<file path="src/rtl/xcvr_pkg.sv">
package xcvr_pkg;

  typedef enum logic [1:0] {
    MODE_HOLD    = 2'd0,
    MODE_PASS    = 2'd1,
    MODE_CAPTURE = 2'd2
  } lane_mode_e;

  localparam int unsigned LANE_COUNT = 2;
  localparam int unsigned LANE_AB    = 0;
  localparam int unsigned LANE_BA    = 1;

  // Pass has priority; an edge stores only when the enable is low.
  function automatic lane_mode_e pick_mode(input logic pass,
                                           input logic rise,
                                           input logic stb_en_n);
    lane_mode_e m;
    if (pass)                m = MODE_PASS;
    else if (rise && !stb_en_n) m = MODE_CAPTURE;
    else                     m = MODE_HOLD;
    return m;
  endfunction

  function automatic logic mode_loads(input lane_mode_e m);
    return (m != MODE_HOLD);
  endfunction

endpackage

</file>
<file path="src/rtl/xcvr_edge.sv">
module xcvr_edge (
  input  logic clk,
  input  logic rst_n,
  input  logic lvl,
  output logic rise
);
  logic prev_q;

  // Reset value high: a strobe held high across reset is not an edge.
  always_ff @(posedge clk or negedge rst_n) begin
    if (!rst_n) prev_q <= 1'b1;
    else        prev_q <= lvl;
  end

  assign rise = lvl & ~prev_q;
endmodule

</file>
<file path="src/rtl/xcvr_gate.sv">
module xcvr_gate #(
  parameter int unsigned W = 18
) (
  input  logic [W-1:0] view,
  input  logic         oe_n,
  output logic [W-1:0] dst,
  output logic         drive
);
  assign drive = ~oe_n;

  for (genvar i = 0; i < W; i++) begin : g_bit
    assign dst[i] = view[i] & ~oe_n;
  end
endmodule

</file>
<file path="src/rtl/xcvr_lane.sv">
module xcvr_lane
  import xcvr_pkg::*;
#(
  parameter int unsigned W = 18
) (
  input  logic         clk,
  input  logic         rst_n,
  input  logic [W-1:0] src,
  input  logic         pass,
  input  logic         stb,
  input  logic         stb_en_n,
  input  logic         oe_n,
  output logic [W-1:0] dst,
  output logic         drive,
  output logic [W-1:0] held_o,
  output logic         rise_o
);
  logic         rise;
  lane_mode_e   mode;
  logic [W-1:0] held_q;
  logic [W-1:0] view;

  xcvr_edge u_edge (
    .clk   (clk),
    .rst_n (rst_n),
    .lvl   (stb),
    .rise  (rise)
  );

  assign mode = pick_mode(pass, rise, stb_en_n);

  always_ff @(posedge clk or negedge rst_n) begin
    if (!rst_n)               held_q <= '0;
    else if (mode_loads(mode)) held_q <= src;
  end

  assign view = pass ? src : held_q;

  xcvr_gate #(.W(W)) u_gate (
    .view  (view),
    .oe_n  (oe_n),
    .dst   (dst),
    .drive (drive)
  );

  assign held_o = held_q;
  assign rise_o = rise;
endmodule

</file>
<file path="src/rtl/duplex_hold_xcvr.sv">
module duplex_hold_xcvr
  import xcvr_pkg::*;
#(
  parameter int unsigned W = 18
) (
  input  logic         clk,
  input  logic         rst_n,
  input  logic [W-1:0] a_in,
  output logic [W-1:0] a_out,
  output logic         a_drive,
  input  logic [W-1:0] b_in,
  output logic [W-1:0] b_out,
  output logic         b_drive,
  input  logic         ab_oe_n,
  input  logic         ab_pass,
  input  logic         ab_stb,
  input  logic         ab_stb_en_n,
  input  logic         ba_oe_n,
  input  logic         ba_pass,
  input  logic         ba_stb,
  input  logic         ba_stb_en_n
);
  logic [LANE_COUNT-1:0][W-1:0] src_v, dst_v, held_v;
  logic [LANE_COUNT-1:0]        pass_v, stb_v, en_v, oe_v, drv_v, rise_v;

  assign src_v[LANE_AB]  = a_in;
  assign src_v[LANE_BA]  = b_in;
  assign pass_v[LANE_AB] = ab_pass;
  assign pass_v[LANE_BA] = ba_pass;
  assign stb_v[LANE_AB]  = ab_stb;
  assign stb_v[LANE_BA]  = ba_stb;
  assign en_v[LANE_AB]   = ab_stb_en_n;
  assign en_v[LANE_BA]   = ba_stb_en_n;
  assign oe_v[LANE_AB]   = ab_oe_n;
  assign oe_v[LANE_BA]   = ba_oe_n;

  for (genvar d = 0; d < LANE_COUNT; d++) begin : g_lane
    xcvr_lane #(.W(W)) u_lane (
      .clk      (clk),
      .rst_n    (rst_n),
      .src      (src_v[d]),
      .pass     (pass_v[d]),
      .stb      (stb_v[d]),
      .stb_en_n (en_v[d]),
      .oe_n     (oe_v[d]),
      .dst      (dst_v[d]),
      .drive    (drv_v[d]),
      .held_o   (held_v[d]),
      .rise_o   (rise_v[d])
    );
  end

  assign b_out   = dst_v[LANE_AB];
  assign b_drive = drv_v[LANE_AB];
  assign a_out   = dst_v[LANE_BA];
  assign a_drive = drv_v[LANE_BA];

  // Named internal events for the checker.
  logic [W-1:0] ab_held, ba_held;
  logic         ab_rise, ba_rise;
  assign ab_held = held_v[LANE_AB];
  assign ba_held = held_v[LANE_BA];
  assign ab_rise = rise_v[LANE_AB];
  assign ba_rise = rise_v[LANE_BA];
endmodule

</file>
<file path="config.mk">
export PLATFORM = sky130hd
export DESIGN_NAME = duplex_hold_xcvr
export DESIGN_NICKNAME = d
export VERILOG_FILES = /design/src/rtl/xcvr_pkg.sv /design/src/rtl/xcvr_edge.sv /design/src/rtl/xcvr_gate.sv /design/src/rtl/xcvr_lane.sv /design/src/rtl/duplex_hold_xcvr.sv
export SDC_FILE = /design/constraint.sdc
export NUM_CORES = 1
export LEC_CHECK = 0
export BUFFER_PORTS_ARGS = -buffer_cell sky130_fd_sc_hd__buf_2
export CAP_MARGIN = 25
export CELL_PAD_IN_SITES_DETAIL_PLACEMENT = 0
export CELL_PAD_IN_SITES_GLOBAL_PLACEMENT = 1
export CORE_ASPECT_RATIO = 1.25
export CORE_MARGIN = 2
export CORE_UTILIZATION = 41
export CTS_BUF_LIST = sky130_fd_sc_hd__clkbuf_8
export DETAILED_ROUTE_END_ITERATION = 7
export HOLD_SLACK_MARGIN = 0.12
export PLACE_DENSITY_LB_ADDON = 0.1
export RECOVER_POWER = 25
export SLEW_MARGIN = 20
export SYNTH_ARGS = -nofsm -noshare
export SYNTH_HDL_FRONTEND = slang
export SYNTH_SLANG_ARGS = --single-unit
</file>
<file path="constraint.sdc">
create_clock -name clk -period 4.2 [get_ports clk]
set_clock_uncertainty 0.2 [all_clocks]
set_input_delay 0.42 -clock clk [delete_from_list [all_inputs] [get_ports clk]]
set_output_delay 0.42 -clock clk [all_outputs]
set_load 0.03 [all_outputs]
</file>
==> impl_metrics.toml <==
[cts]
postCtsResizedCells = 0
cts-htree-levels = 2
clock_latency_ns = 0.28
cts-buffers-inserted = 5
cts_num_sinks = 38
cts-root-buf = "clkbuf_8"
clk_pin_slew_ns = 0.08
cts_tree = "yes"
clockBufferDepth = 2
postCtsSetupRepairBufs = 0
hold_buffers = 1

[power]
vdd_drop_max_mv = 0.2106
p_per_area_mw_per_mm2 = 335.8
p_clk_share_pct = 31.7
seq_power_share_pct = 44.1
swShare_pct = 30.15
intPower_mw = 0.6614
p_sw_mw = 0.2855
p_leak_nw = 1.234
p_comb_share_pct = 24.2
total_power_mw = 0.9469

[critical_path]
critPathLaunchType = "input pin"
required_ns = 3.99
cp-startpoint = "rst_n"
slowest_stage = "clkbuf_1"
cp_top_family = "buffers and inverters"
path_cells = "dlygate4sd3_1, clkbuf_1"
path_max_fanout = 38
crit_buf_inv = 2
max_stage_delay_ns = 1.44
arrival_ns = 2.40
end_kind = "asynchronous set/reset pin"
r2r-start = "g_lane[0].u_lane.u_edge.prev_q"
critical_path_class = "in -> async"

[detailed_routing]
drtAntennaViolNets = 0
wirelength_um = 5644
drc = 0
post_drt_wl_per_cell_um = 14.93
drtPass1Iterations = 4
vias = 2076
vias_per_cell = 5.492
drt-initial-drc-count = 128

[global_routing]
grt_pass1_vias = 2068
grt_use_met3_pct = 3.759
grt_remaining_overflow = 0
met2_usage_pct = 32.58
grt_use_total_pct = 19.04
grt_pass1_wl_um = 9660
gr-usage-met1_pct = 24.87
busiest_layer = "met2"
grt_max_degree = 39
antenna_found_initial = 0

[outcome]
outcome = "finished, violations left"
failed_checks = "max-capacitance violations, max-slew violations"

[yosys]
synth_top_area_share_pct = 38.59
synth_xor_area_share_pct = 0
netlist_area_mm2 = 0.002335
synth_cell_types = 13
synth_edf_count = 0
ys.warnings.count = 0
ys_async_sr_fraction_pct = 100.0
synth_fa_ha_area_share_pct = 0
synth_area_per_cell_um2 = 9.491
ys_ff_latch = 38
synth_top_family_by_area = "simple AND/OR/NAND/NOR gates"
syn_inst = 246
synth.area.mux_share_pct = 0
synth_compound_area_share_pct = 19.29
syn-num-nets = 292
synth_area_leaders = "dfrtp_1, nand4bb_1, o211ai_1, nand2b_1, a21oi_1"
synthSimpleGateAreaFrac_pct = 34.41
synth-main-ff-cell = "dfrtp_1"
ys_seq_area_share_pct = 40.84
synth_largest_area_cell = "dfrtp_1"

[finish]
area_growth_pct = 20.79
stdcell_count = 378
finalInstanceArea_mm2 = 0.002820
nNetsFinal = 359
layout-drive-gt1-share_pct = 28.03
nFillCells = 536
antenna_cells = 0

[place]
place_area_mm2 = 0.002710
dpl.hpwl_um = 3653
port_buffers = 83
dp_cells = 369
finalWeightedCongestion = 0.7358

[die]
dieArea_mm2 = 0.006318
dieWidth_um = 71.50
fp.dieH_um = 88.37
row_count = 30
io_pins = 84
start_util_pct = 42.60
core_mm2 = 0.005480

[timing]
drv_slew = 39
max_freq_ghz = 0.3823
holdWs_ns = 0.1937
hold_violations = 0
period_share_pct = 62.28
rsz0062_at_grt = "false"
period_minus_slack_ns = 2.616
fin_tns_setup_ns = 0
tightest_slew_ns = 2.023
slew_headroom_pct = -34.87
setup_viol = 0

[worst_hold_path]
min-delay-start = "b_in[0]"
hp-class = "in -> reg"

[flow_run]
cap_viol_max_count = 1
==> cell usage in the layout (no fill, tap or decap) <==
master,count
a21oi_1,36
buf_2,78
bufinv_16,1
clkbuf_1,5
clkbuf_8,5
dfrtp_1,36
dfstp_2,2
dlygate4sd3_1,1
inv_1,4
nand2_1,36
nand2b_1,36
nand4bb_1,36
nor3b_4,2
o211ai_1,36
==> routing by layer <==
| layer | vias to the layer above | wire (µm) |
|---|---|---|
| met2 | 54 | 2715 |
| li1 | 1043 | - |
| met5 | - | 0 |
| met4 | 0 | 31 |
| met3 | 2 | 327 |
| met1 | 977 | 2568 |
==> registers in the layout (all words and copies together), names as in the netlist <==
name,count
g_lane.u_lane.held_o,36
g_lane.u_lane.u_edge.prev_q,2
==> worst min-delay path, cell delays in order <==
cell and delay, ns:
buf_2 0.09, nand2_1 0.06, o211ai_1 0.07
==> area by class of cell <==
cell class                 instances  area [µm²]  share of cell area, %
multi-input combinational        182        1254                  44.45
sequential                        38       953.4                  33.81
timing repair buffer              84       419.2                  14.86
tap                               64       80.08                  2.839
clock buffer                       5       68.82                  2.440
clock inverter                     3       37.54                  1.331
inverter                           2       7.507                 0.2662
==> through the flow <==
step           setup slack, ns  utilization, %
3_5_place_dp             2.151           49.45
4_1_cts                  2.155           51.58
6_report                 1.584           51.46
3_3_place_gp             2.146           49.45
2_1_floorplan            2.077               -
5_1_grt                  1.118           51.46
==> power groups by stage <==
stage / combinational (mW) / sequential, mW / clock [mW]
floorplan: 0.164 / 0.418 / 0
global placement: 0.231 / 0.424 / 0
detailed placement: 0.232 / 0.424 / 0
CTS: 0.233 / 0.418 / 0.311
global route: 0.254 / 0.423 / 0.326
finish: 0.229 / 0.417 / 0.300
==> path summary, 6_finish.rpt <==
kind | end | slack [ns] | cells after the start
setup / recovery | g_lane[1].u_lane.held_o[1] | 1.58 | 2
hold reg to reg | g_lane[0].u_lane.held_o[4] | 0.37 | 2
max in group clk | g_lane[0].u_lane.held_o[4] | 2.11 | 3
hold / removal | g_lane[1].u_lane.held_o[0] | 0.19 | 3
setup reg to reg | g_lane[0].u_lane.held_o[4] | 2.52 | 2
min in group asynchronous | g_lane[0].u_lane.held_o[6] | 1.04 | 2
==> logic make-up (layout without fill, tap and decap cells) <==
family	Yosys count	count (layout)
simple gates	110	110
compound gates	72	72
flops	38	38
buf+inv	26	94
Power figures use the tool's default switching activity.
